--- config.mk ---
export PLATFORM = sky130hd
export DESIGN_NAME = flow_seq
export DESIGN_NICKNAME = d
export VERILOG_FILES = /design/src/rtl/flow_pkg.sv /design/src/rtl/flow_lifo.sv /design/src/rtl/flow_ctl.sv /design/src/rtl/flow_seq.sv
export SDC_FILE = /design/constraint.sdc
export NUM_CORES = 1
export LEC_CHECK = 0
export ABC_CLOCK_PERIOD_IN_PS = 5300
export BUFFER_PORTS_ARGS = -buffer_cell sky130_fd_sc_hd__buf_2
export CAP_MARGIN = 20
export CORE_AREA = 2 2 156 158
export CTS_BUF_LIST = sky130_fd_sc_hd__clkbuf_16
export DETAILED_ROUTE_END_ITERATION = 16
export DIE_AREA = 0 0 158 160
export HOLD_SLACK_MARGIN = 0.1
export PLACE_DENSITY = 0.87
export SYNTH_ARGS = -nofsm -noshare
export SYNTH_HDL_FRONTEND = slang
export SYNTH_SLANG_ARGS = --single-unit
--- constraint.sdc ---
create_clock -name clk -period 5.3 [get_ports clk]
set_clock_uncertainty 0.1 [all_clocks]
set_input_delay 1.06 -clock clk [delete_from_list [all_inputs] [get_ports clk]]
set_output_delay 1.06 -clock clk [all_outputs]
set_load 0.02 [all_outputs]
--- src/rtl/flow_pkg.sv ---
package flow_pkg;
  typedef enum logic [3:0] {
    OP_SEQ  = 4'd0,
    OP_JMP  = 4'd1,
    OP_CALL = 4'd2,
    OP_RET  = 4'd3,
    OP_EXEC = 4'd4,
    OP_LOOP = 4'd5,
    OP_REP  = 4'd6,
    OP_TRAP = 4'd7,
    OP_WAIT = 4'd8
  } flow_op_e;

  // next sequential address: pc plus a word count
  function automatic logic [15:0] adv(input logic [15:0] pc, input logic [1:0] n);
    return pc + {14'd0, n};
  endfunction
endpackage

--- src/rtl/flow_lifo.sv ---
module flow_lifo #(
  parameter int W     = 16,
  parameter int DEPTH = 4
) (
  input  logic         clk,
  input  logic         rst_n,
  input  logic         push,
  input  logic         pop,
  input  logic         set_top,
  input  logic [W-1:0] din,
  output logic [W-1:0] top,
  output logic         full,
  output logic         empty
);
  localparam int PW = $clog2(DEPTH + 1);
  localparam int IW = (DEPTH > 1) ? $clog2(DEPTH) : 1;

  logic [W-1:0]  mem [DEPTH];
  logic [PW-1:0] ptr;
  logic [IW-1:0] wr_idx, top_idx;

  assign wr_idx  = ptr[IW-1:0];
  assign top_idx = wr_idx - IW'(1);
  assign top     = mem[top_idx];
  assign full    = (ptr == PW'(DEPTH));
  assign empty   = (ptr == '0);

  always_ff @(posedge clk or negedge rst_n) begin
    if (!rst_n)    ptr <= '0;
    else if (push) ptr <= ptr + PW'(1);
    else if (pop)  ptr <= ptr - PW'(1);
  end

  always_ff @(posedge clk) begin
    if (push)                   mem[wr_idx]  <= din;
    else if (set_top && !empty) mem[top_idx] <= din;
  end

  p_no_overflow_r4: assert property (@(posedge clk) disable iff (!rst_n) push |-> !full);
  p_no_underflow_r5: assert property (@(posedge clk) disable iff (!rst_n) pop |-> !empty);
  p_single_move_r7: assert property (@(posedge clk) disable iff (!rst_n) !(push && pop));
endmodule

--- src/rtl/flow_ctl.sv ---
module flow_ctl
  import flow_pkg::*;
#(
  parameter int AW = 16,
  parameter int CW = 16
) (
  input  logic          step,
  input  logic [3:0]    op,
  input  logic          cond,
  input  logic [1:0]    len,
  input  logic [AW-1:0] target,
  input  logic [CW-1:0] count,
  input  logic [AW-1:0] end_addr,
  input  logic          wake,
  input  logic [AW-1:0] pc,
  input  logic [CW-1:0] rep,
  input  logic [AW-1:0] ret_top,
  input  logic          ret_full,
  input  logic          ret_empty,
  input  logic [CW-1:0] cnt_top,
  input  logic          cnt_full,
  input  logic          cnt_empty,
  input  logic [AW-1:0] end_top,
  input  logic          end_full,
  input  logic          end_empty,
  output logic [AW-1:0] pc_nxt,
  output logic [CW-1:0] rep_nxt,
  output logic          ret_push,
  output logic          ret_pop,
  output logic [AW-1:0] ret_din,
  output logic          loop_push,
  output logic          loop_pop,
  output logic          cnt_dec,
  output logic [CW-1:0] cnt_din,
  output logic          err_evt,
  output logic          trap_evt,
  output logic          at_end
);
  logic [AW-1:0] seq_pc;
  assign seq_pc = adv(pc, len);
  assign at_end = !cnt_empty && !end_empty && (pc == end_top);

  always_comb begin
    pc_nxt    = pc;
    rep_nxt   = rep;
    ret_push  = 1'b0;
    ret_pop   = 1'b0;
    ret_din   = seq_pc;
    loop_push = 1'b0;
    loop_pop  = 1'b0;
    cnt_dec   = 1'b0;
    cnt_din   = count;
    err_evt   = 1'b0;
    trap_evt  = 1'b0;
    if (step) begin
      if (rep > CW'(1)) begin
        rep_nxt = rep - CW'(1);
      end else begin
        rep_nxt = '0;
        case (flow_op_e'(op))
          OP_SEQ: begin
            if (at_end && cnt_top > CW'(1)) begin
              cnt_dec = 1'b1;
              cnt_din = cnt_top - CW'(1);
              pc_nxt  = ret_top;
            end else begin
              if (at_end) begin
                loop_pop = 1'b1;
                ret_pop  = 1'b1;
              end
              pc_nxt = seq_pc;
            end
          end
          OP_JMP:  pc_nxt = cond ? target : seq_pc;
          OP_CALL: begin
            if (!cond)        pc_nxt = seq_pc;
            else if (ret_full) err_evt = 1'b1;
            else begin
              ret_push = 1'b1;
              pc_nxt   = target;
            end
          end
          OP_RET: begin
            if (!cond)          pc_nxt = seq_pc;
            else if (ret_empty) err_evt = 1'b1;
            else begin
              ret_pop = 1'b1;
              pc_nxt  = ret_top;
            end
          end
          OP_EXEC: pc_nxt = cond ? adv(pc, 2'd1) : adv(pc, 2'd2);
          OP_LOOP: begin
            if (count == '0)                           pc_nxt = end_addr + AW'(1);
            else if (ret_full || cnt_full || end_full) err_evt = 1'b1;
            else begin
              ret_push  = 1'b1;
              ret_din   = adv(pc, 2'd2);
              loop_push = 1'b1;
              pc_nxt    = adv(pc, 2'd2);
            end
          end
          OP_REP: begin
            if (count == '0) pc_nxt = adv(pc, 2'd2);
            else begin
              rep_nxt = count;
              pc_nxt  = adv(pc, 2'd1);
            end
          end
          OP_TRAP: begin
            trap_evt = 1'b1;
            pc_nxt   = seq_pc;
          end
          OP_WAIT: pc_nxt = wake ? seq_pc : pc;
          default: pc_nxt = seq_pc;
        endcase
      end
    end
  end
endmodule

--- src/rtl/flow_seq.sv ---
module flow_seq
  import flow_pkg::*;
#(
  parameter int AW    = 16,
  parameter int CW    = 16,
  parameter int DEPTH = 4
) (
  input  logic          clk,
  input  logic          rst_n,
  input  logic          step,
  input  logic [3:0]    op,
  input  logic          cond,
  input  logic [1:0]    len,
  input  logic [AW-1:0] target,
  input  logic [CW-1:0] count,
  input  logic [AW-1:0] end_addr,
  input  logic          wake,
  output logic [AW-1:0] pc,
  output logic [CW-1:0] rep_cnt,
  output logic          err_irq,
  output logic          trap_irq
);
  logic [AW-1:0] pc_q, pc_nxt, ret_top, ret_din, end_top;
  logic [CW-1:0] rep_q, rep_nxt, cnt_top, cnt_din;
  logic ret_full, ret_empty, cnt_full, cnt_empty, end_full, end_empty;
  logic ret_push, ret_pop, loop_push, loop_pop, cnt_dec;
  logic err_evt, trap_evt, at_end;
  logic err_q, trap_q;

  flow_ctl #(.AW(AW), .CW(CW)) u_ctl (
    .step(step), .op(op), .cond(cond), .len(len), .target(target),
    .count(count), .end_addr(end_addr), .wake(wake), .pc(pc_q), .rep(rep_q),
    .ret_top(ret_top), .ret_full(ret_full), .ret_empty(ret_empty),
    .cnt_top(cnt_top), .cnt_full(cnt_full), .cnt_empty(cnt_empty),
    .end_top(end_top), .end_full(end_full), .end_empty(end_empty),
    .pc_nxt(pc_nxt), .rep_nxt(rep_nxt), .ret_push(ret_push), .ret_pop(ret_pop),
    .ret_din(ret_din), .loop_push(loop_push), .loop_pop(loop_pop),
    .cnt_dec(cnt_dec), .cnt_din(cnt_din), .err_evt(err_evt),
    .trap_evt(trap_evt), .at_end(at_end)
  );

  flow_lifo #(.W(AW), .DEPTH(DEPTH)) u_ret (
    .clk(clk), .rst_n(rst_n), .push(ret_push), .pop(ret_pop), .set_top(1'b0),
    .din(ret_din), .top(ret_top), .full(ret_full), .empty(ret_empty)
  );

  flow_lifo #(.W(CW), .DEPTH(DEPTH)) u_cnt (
    .clk(clk), .rst_n(rst_n), .push(loop_push), .pop(loop_pop), .set_top(cnt_dec),
    .din(cnt_din), .top(cnt_top), .full(cnt_full), .empty(cnt_empty)
  );

  flow_lifo #(.W(AW), .DEPTH(DEPTH)) u_end (
    .clk(clk), .rst_n(rst_n), .push(loop_push), .pop(loop_pop), .set_top(1'b0),
    .din(end_addr), .top(end_top), .full(end_full), .empty(end_empty)
  );

  always_ff @(posedge clk or negedge rst_n) begin
    if (!rst_n) begin
      pc_q   <= '0;
      rep_q  <= '0;
      err_q  <= 1'b0;
      trap_q <= 1'b0;
    end else begin
      pc_q   <= pc_nxt;
      rep_q  <= rep_nxt;
      err_q  <= err_evt;
      trap_q <= trap_evt;
    end
  end

  assign pc       = pc_q;
  assign rep_cnt  = rep_q;
  assign err_irq  = err_q;
  assign trap_irq = trap_q;

  p_fault_holds_pc_r4: assert property (@(posedge clk) disable iff (!rst_n)
    err_evt |=> (pc_q == $past(pc_q)) && err_irq);
  p_rep_holds_pc_r10: assert property (@(posedge clk) disable iff (!rst_n)
    (step && rep_q > CW'(1)) |=> $stable(pc_q) && (rep_q == $past(rep_q) - CW'(1)));
  p_trap_pulse_r11: assert property (@(posedge clk) disable iff (!rst_n)
    trap_evt |=> trap_irq);
  p_loop_stacks_agree_r9: assert property (@(posedge clk) disable iff (!rst_n)
    (cnt_empty == end_empty) && (cnt_full == end_full));
  p_loop_back_r9: assert property (@(posedge clk) disable iff (!rst_n)
    cnt_dec |=> pc_q == $past(ret_top));
  p_no_idle_move_r2: assert property (@(posedge clk) disable iff (!rst_n)
    !step |=> $stable(pc_q));
endmodule

==> impl_metrics.env, run 1 <==
export IMPL_grt_first_pass_wirelength_mm=54.84
export IMPL_viasPerCell=6.663
export IMPL_regArea_sq_um=6842
export IMPL_power_density_nw_per_um2=333.8
export IMPL_clkSlewWorstSetupHoldPaths_ps=70
export IMPL_finalInstanceArea_sq_um=14530
export IMPL_nets=1227
export IMPL_die_h_um=160
export IMPL_setup_viol_count_final=0
export IMPL_maxSlewViolCount=0
export IMPL_relSlewSlack=0.2638
export IMPL_placed_area_sq_um=13650
export IMPL_clockRootBuffer="clkbuf_16"
export IMPL_dr_first_iter_drc_count=1342
export IMPL_htree_levels=1
export IMPL_synth_area_leaders="edfxtp_1 (45%), dfrtp_1 (8.4%), mux4_2 (7.7%)"
export IMPL_place_gp_congestion=1.027
export IMPL_yosys_area_top_type="edfxtp_1"
export IMPL_ir_worst_vdd_uv=318.3
export IMPL_numClockSinks=235
export IMPL_postSynthAreaPerCell_sq_um=12.02
export IMPL_synth_top_cells_by_count="edfxtp_1 (192), nand2_1 (92), nor2_1 (64)"
export IMPL_worst_slack_ps=778.9
export IMPL_cp_arrival_ps=4620
export IMPL_worst_pin_slew_ps=1100
export IMPL_row_count=57
export IMPL_grt_pass1_vias=9547
export IMPL_cp_max_fo=36
export IMPL_synth_enable_flop_cells=192
export IMPL_vias=9935
export IMPL_start_util=0.5375
export IMPL_synth_cell_types=81
export IMPL_hp_class="input pin to async pin"
export IMPL_p_leak_nw=5.199
export IMPL_path_cells="inv_1 -> ha_1 -> mux4_2 -> xor2_1 -> a2111oi_0 -> and4_1 -> buf_4 -> nand3_2 -> o31ai_2 -> buf_4"
export IMPL_wl_met3_mm=4.100
export IMPL_ctsResizeCount=0
export IMPL_grt_max_degree=42
export IMPL_die_area_sq_um=25280
export IMPL_postSynthCellCount=1065
export IMPL_filler_cell_count=1820
export IMPL_synth_area_sq_um=12800
export IMPL_ys_seq_area_frac=0.5344
export IMPL_antenna_found_initial=2
export IMPL_ios=93
export IMPL_synth_flop_cell="edfxtp_1"
export IMPL_grt_setup_unrepaired="no"
export IMPL_synth_fp_nets=1146
export IMPL_wl_per_cell_um=24.30
export IMPL_maxCapViolations=0
export IMPL_drtAntennaViolNets=0
export IMPL_required_ps=5400
export IMPL_path_class="flip-flop to flip-flop"
export IMPL_route_layer_met1_wl_mm=13.86
export IMPL_drc=0
export IMPL_highest_layer="met5"
export IMPL_cp_end_kind="flip-flop"
export IMPL_cp_slowest_cell="ha_1"
export IMPL_postCtsSetupBuffers=0
export IMPL_cpPeakStageDelay_ps=770
export IMPL_die_w_um=158
export IMPL_routed_wl_mm=36.23
export IMPL_grt_ovfl_total=0
export IMPL_drive_gt1_frac=0.2033
export IMPL_insertion_delay_ps=540
export IMPL_place_ws_ps=824.1
export IMPL_cts_buffer_depth=3
export IMPL_tns_ps=0
export IMPL_finalHoldViolations=0
export IMPL_synth_most_common_cell="edfxtp_1"
export IMPL_r2r_slack_ps=780
export IMPL_max_freq_ghz=0.2212
export IMPL_min_period_over_period=0.8530
export IMPL_io_buffer_count=92
export IMPL_numCtsBuffers=26
export IMPL_ys_warn_count=0
export IMPL_wl_met2_mm=16.42
export IMPL_area_delta_synth_final_pct=13.50
export IMPL_core_area_sq_um=23820
export IMPL_crit_family="compound AO/OA/AOI/OAI gates"
export IMPL_finish_utilization=0.6100
export IMPL_hpwl_mm=25.02
export IMPL_cp_start_kind="flip-flop"
export IMPL_cts_tree="built"
export IMPL_status="finished clean"
export IMPL_crit_top_cell="buf_4"
export IMPL_drtPass1Iterations=7
export IMPL_async_flop_share=0.1830
export IMPL_critical_path_buf_inv_count=3
export IMPL_track_usage=0.2846
export IMPL_hold_buffers=0
export IMPL_ys_ff_latch=235
export IMPL_fin_crit_ps=4521
export IMPL_multi_input_area_sq_um=5643
export IMPL_synth_top_cell_area_share=0.4504
[per-stage QoR]
| step | power (mW) | cells | hold WS (ps) |
|---|---|---|---|
| after global placement | 3.005 | 1441 | 374.4 |
| final | 4.851 | 1491 | 293.2 |
| after CTS | 4.848 | 1490 | 284.8 |
| after floorplan | 2.730 | 1065 | 354.1 |
| after detailed placement | 3.022 | 1442 | 388.9 |
| after global routing | 5.001 | 1490 | 299.7 |
[per-layer routing]
| metal | global-route usage | vias up |
|---|---|---|
| li1 | - | 4300 |
| met1 | 0.3956 | 4778 |
| met2 | 0.4411 | 694 |
| met3 | 0.06079 | 159 |
| met4 | 0.1118 | 4 |
| met5 | 0 | - |
[layout make-up]
type	instances	share of cell area
clock buffer	27	0.04650
timing repair buffer	119	0.04650
clock inverter	21	0.01404
tap	324	0.02790
inverter	22	0.005683
sequential	235	0.4709
antenna	1	0.0001722
multi-input combinational	742	0.3884
[report_power, final]
group / internal [mW] / switching (mW)
Clock: 1.08 / 0.751
Combinational: 0.284 / 0.468
Sequential: 2.09 / 0.171
Total: 3.46 / 1.39
[flip-flops by register name, summed over array words and instances, names as in the netlist, 3 cells and up]
| signal | count |
|---|---|
| u_end.ptr | 3 |
| u_ret.mem | 64 |
| u_end.mem | 64 |
| u_cnt.mem | 64 |
| u_cnt.ptr | 3 |
| rep_cnt | 16 |
| pc | 16 |
| u_ret.ptr | 3 |
[cells by family (layout without fill, tap and decap cells)]
| family | after synthesis | after routing | synth area share |
|---|---|---|---|
| flops | 235 | 235 | 0.5344 |
| compound gates | 254 | 254 | 0.1361 |
| simple gates | 319 | 319 | 0.1271 |
| xor+xnor | 84 | 84 | 0.05747 |
| buf+inv | 88 | 189 | 0.02844 |
| other cells | 0 | 1 | 0 |
| fa+ha+maj | 22 | 22 | 0.02385 |
| mux | 63 | 63 | 0.09265 |
[worst paths after layout]
| check | startpoint | end | cells past startpoint |
|---|---|---|---|
| worst max-delay path | u_end.ptr[1] | u_cnt.mem[2][7] | 10 |
| worst min-delay path | rst_n | pc[3] | 1 |
| worst max register to register | u_end.ptr[1] | u_cnt.mem[2][7] | 10 |
| min in group clk | u_cnt.ptr[2] | u_cnt.ptr[2] | 1 |
| max in group asynchronous | rst_n | rep_cnt[9] | 2 |
| worst min register to register | u_cnt.ptr[2] | u_cnt.ptr[2] | 1 |
[placed cells by master (no fill, tap or decap), drive strengths merged, types with 13 or more instances in the layout]
master,count
a21oi,45
a22o,22
a22oi,13
buf,119
clkbuf,27
dfrtp,43
edfxtp,192
ha,18
inv,28
mux2i,15
mux4,44
nand2,92
nand3,27
nand4,15
nor2,65
nor3,31
nor4,13
o21ai,65
xnor2,58
xor2,26
No activity file was read; power rests on OpenSTA's default activity.
==> run 2: changes to the inputs <==
--- a/config.mk
+++ b/config.mk
@@ -5,13 +5,14 @@
 export SDC_FILE = /design/constraint.sdc
 export NUM_CORES = 1
 export LEC_CHECK = 0
+export ABC_AREA = 1
 export ABC_CLOCK_PERIOD_IN_PS = 5300
 export BUFFER_PORTS_ARGS = -buffer_cell sky130_fd_sc_hd__buf_2
 export CAP_MARGIN = 20
-export CORE_AREA = 2 2 156 158
+export CORE_AREA = 2 2 160 162
 export CTS_BUF_LIST = sky130_fd_sc_hd__clkbuf_16
 export DETAILED_ROUTE_END_ITERATION = 16
-export DIE_AREA = 0 0 158 160
+export DIE_AREA = 0 0 162 164
 export HOLD_SLACK_MARGIN = 0.1
 export PLACE_DENSITY = 0.87
 export SYNTH_ARGS = -nofsm -noshare
==> run 2 against run 1 <==
Net effect:
- core utilization decreased by 0.51 points
- first-iteration DRC count decreased by 1.1%
- synthesized cell count increased by 49%
- wire length increased by 5.1%
- final cell count increased by 36%
- maximum frequency decreased by 0.20%
- register-to-register slack about the same
- flip-flop and latch count unchanged
==> impl_metrics.env, run 2 <==
export IMPL_status="finished clean"
export IMPL_synth_flop_cell="edfxtp_1"
export IMPL_synth_top_cell_area_share=0.4283
export IMPL_nets=1759
export IMPL_p_total_mw=4.132
export IMPL_power_density_nw_per_um2=275.2
export IMPL_start_util=0.5424
export IMPL_place_gp_congestion=0.9629
export IMPL_ys_seq_area_frac=0.5082
export IMPL_ys_warn_count=0
export IMPL_required_ps=5440
export IMPL_wl_per_cell_um=18.82
export IMPL_postCtsSetupBuffers=0
export IMPL_viasPerCell=5.901
export IMPL_htree_levels=1
export IMPL_grt_setup_unrepaired="no"
export IMPL_drtAntennaViolNets=0
export IMPL_grt_pass1_vias=11474
export IMPL_p_switching_uw=995.8
export IMPL_path_class="flip-flop to flip-flop"
export IMPL_seqPwrFrac=0.500
export IMPL_drtPass1Iterations=6
export IMPL_ir_worst_vdd_uv=257.7
export IMPL_cts_tree="built"
export IMPL_numClockSinks=235
export IMPL_synth_fp_nets=1673
export IMPL_row_count=58
export IMPL_core_area_sq_um=24820
export IMPL_clkSlewWorstSetupHoldPaths_ps=70
export IMPL_tns_ps=0
export IMPL_cp_arrival_ps=4670
export IMPL_finalHoldViolations=0
export IMPL_async_flop_share=0.1830
export IMPL_hold_buffers=0
export IMPL_hp_class="flip-flop to flip-flop"
export IMPL_ios=93
export IMPL_routed_wl_mm=38.09
export IMPL_dr_first_iter_drc_count=1327
export IMPL_cp_end_kind="flip-flop"
export IMPL_p_comb_frac=0.077
export IMPL_maxSlewViolCount=0
export IMPL_top_regs="u_cnt.mem (64), u_end.mem (64), u_ret.mem (64)"
export IMPL_fin_crit_ps=4530
export IMPL_grt_first_pass_wirelength_mm=59.57
export IMPL_p_leak_nw=6.270
export IMPL_max_freq_ghz=0.2207
export IMPL_clock_power_share=0.423
export IMPL_min_period_over_period=0.8548
export IMPL_whs_ps=469.1
export IMPL_vias=11944
export IMPL_synth_most_common_cell="nand2_1"
export IMPL_die_w_um=162
export IMPL_numCtsBuffers=26
export IMPL_setup_viol_count_final=0
export IMPL_area_delta_synth_final_pct=11.52
export IMPL_antenna_found_initial=2
export IMPL_hpwl_mm=27.41
export IMPL_synth_top_cells_by_count="nand2_1 (499), edfxtp_1 (192), nand3_1 (153)"
export IMPL_worst_pin_slew_ps=885.8
export IMPL_postSynthCellCount=1592
export IMPL_relSlewSlack=0.4069
export IMPL_insertion_delay_ps=550
export IMPL_clockRootBuffer="clkbuf_16"
export IMPL_postSynthAreaPerCell_sq_um=8.456
export IMPL_layout_common_cells="nand2_1 (499), edfxtp_1 (192), nand3_1 (153)"
export IMPL_sw_frac_of_total=0.2410
export IMPL_synth_enable_flop_cells=192
export IMPL_die_area_sq_um=26570
export IMPL_grt_max_degree=44
export IMPL_cts_buffer_depth=3
export IMPL_drc=0
export IMPL_track_usage=0.2873
export IMPL_ys_ff_latch=235
export IMPL_cp_max_fo=34
export IMPL_yosys_area_top_type="edfxtp_1"
export IMPL_maxCapViolations=0
export IMPL_synth_cell_types=57
export IMPL_filler_cell_count=2137
export IMPL_synth_area_sq_um=13460
export IMPL_cp_start_kind="flip-flop"
export IMPL_drive_gt1_frac=0.1140
export IMPL_grt_ovfl_total=0
export IMPL_io_buffer_count=92
export IMPL_place_ws_ps=912.5
export IMPL_finish_utilization=0.6049
export IMPL_intPower_mw=3.136
export IMPL_ctsResizeCount=0
export IMPL_worst_slack_ps=769.6
export IMPL_final_common_cell="nand2_1"
export IMPL_die_h_um=164
export IMPL_synth_area_leaders="edfxtp_1 (43%), nand2_1 (14%), dfrtp_1 (8.0%)"
==> run 2: cell count changes in the layout (fill, tap and decap cells not counted), moves of 14 or more <==
| cell | before | now |
|---|---|---|
| a21oi_1 | 45 | 74 |
| a22o_1 | 20 | 0 |
| inv_1 | 23 | 138 |
| mux2i_1 | 15 | 1 |
| mux4_2 | 44 | 0 |
| nand2_1 | 92 | 499 |
| nand3_1 | 26 | 153 |
| nor2_1 | 64 | 121 |
| o21ai_0 | 63 | 88 |
| xnor2_1 | 58 | 7 |
| xor2_1 | 26 | 46 |
==> run 2: cell families (layout without fill, tap and decap cells) <==
family / Yosys count / after routing / share of synthesized area
AOI/OAI and AO/OA: 225 / 225 / 0.09471
xor gates and xnor gates: 54 / 54 / 0.03625
adders and majority gates: 22 / 22 / 0.02268
buffers and inverters: 205 / 306 / 0.06627
DFF: 235 / 235 / 0.5082
muxes: 1 / 1 / 0.0007436
other: 0 / 1 / 0
and+or+nand+nor: 850 / 850 / 0.2711
==> run 2: worst max-delay path, cell delays in order (launching register included) <==
cell and delay [ps]:
dfrtp_1 420, inv_6 120, ha_1 700, inv_4 200, nand3_2 140, nand2_1 100
nand2_1 70, nand2_1 50, nor2_1 140, nand2_1 80, nor2_1 200, nand4_4 310
inv_4 310, nand2_4 220, nand2_1 140, nand2_1 90, nor2_1 510, buf_4 300
==> run 2: power by group through the flow <==
stage	logic, mW	clock network (mW)	registers [mW]
after global placement	0.303	0	2.10
after CTS	0.312	1.76	2.07
after global routing	0.346	1.83	2.07
after floorplan	0.146	0	2.13
after detailed placement	0.310	0	2.10
final	0.317	1.75	2.07
==> run 2: routing by layer <==
layer  global-route usage  share of wire  vias up
met5                    0        0.00042        -
met3              0.05783           0.10      144
li1                     -              -     5526
met1               0.3534           0.37     5516
met4               0.1352          0.048        2
met2               0.4894           0.48      756
==> run 2: layout make-up <==
type / count / area (sq um) / share of cell area
antenna: 1 / 2.502 / 0.0001667
clock buffer: 27 / 675.6 / 0.04500
clock inverter: 16 / 135.1 / 0.009001
inverter: 144 / 550.5 / 0.03667
multi-input combinational: 1152 / 5732 / 0.3818
sequential: 235 / 6842 / 0.4557
tap: 330 / 412.9 / 0.02750
timing repair buffer: 119 / 663.1 / 0.04417
==> run 2: path summary, 6_finish.rpt <==
path / from / slack (ps) / cells after the start / end
min in group asynchronous: rst_n / 520 / 2 / pc[10]
min reg2reg: u_ret.ptr[2] / 470 / 2 / u_ret.ptr[2]
max in group asynchronous: rst_n / 4110 / 2 / rep_cnt[7]
max reg2reg: u_end.ptr[0] / 770 / 17 / u_cnt.mem[1][7]
max: u_end.ptr[0] / 770 / 17 / u_cnt.mem[1][7]
min: u_ret.ptr[2] / 470 / 2 / u_ret.ptr[2]
==> run 2: through the flow <==
stage / cell area [sq um] / instances
3_5_place_dp: 14200 / 1980
6_report: 15010 / 2024
2_1_floorplan: 13460 / 1592
4_1_cts: 15010 / 2023
5_1_grt: 15010 / 2023
3_3_place_gp: 14200 / 1980
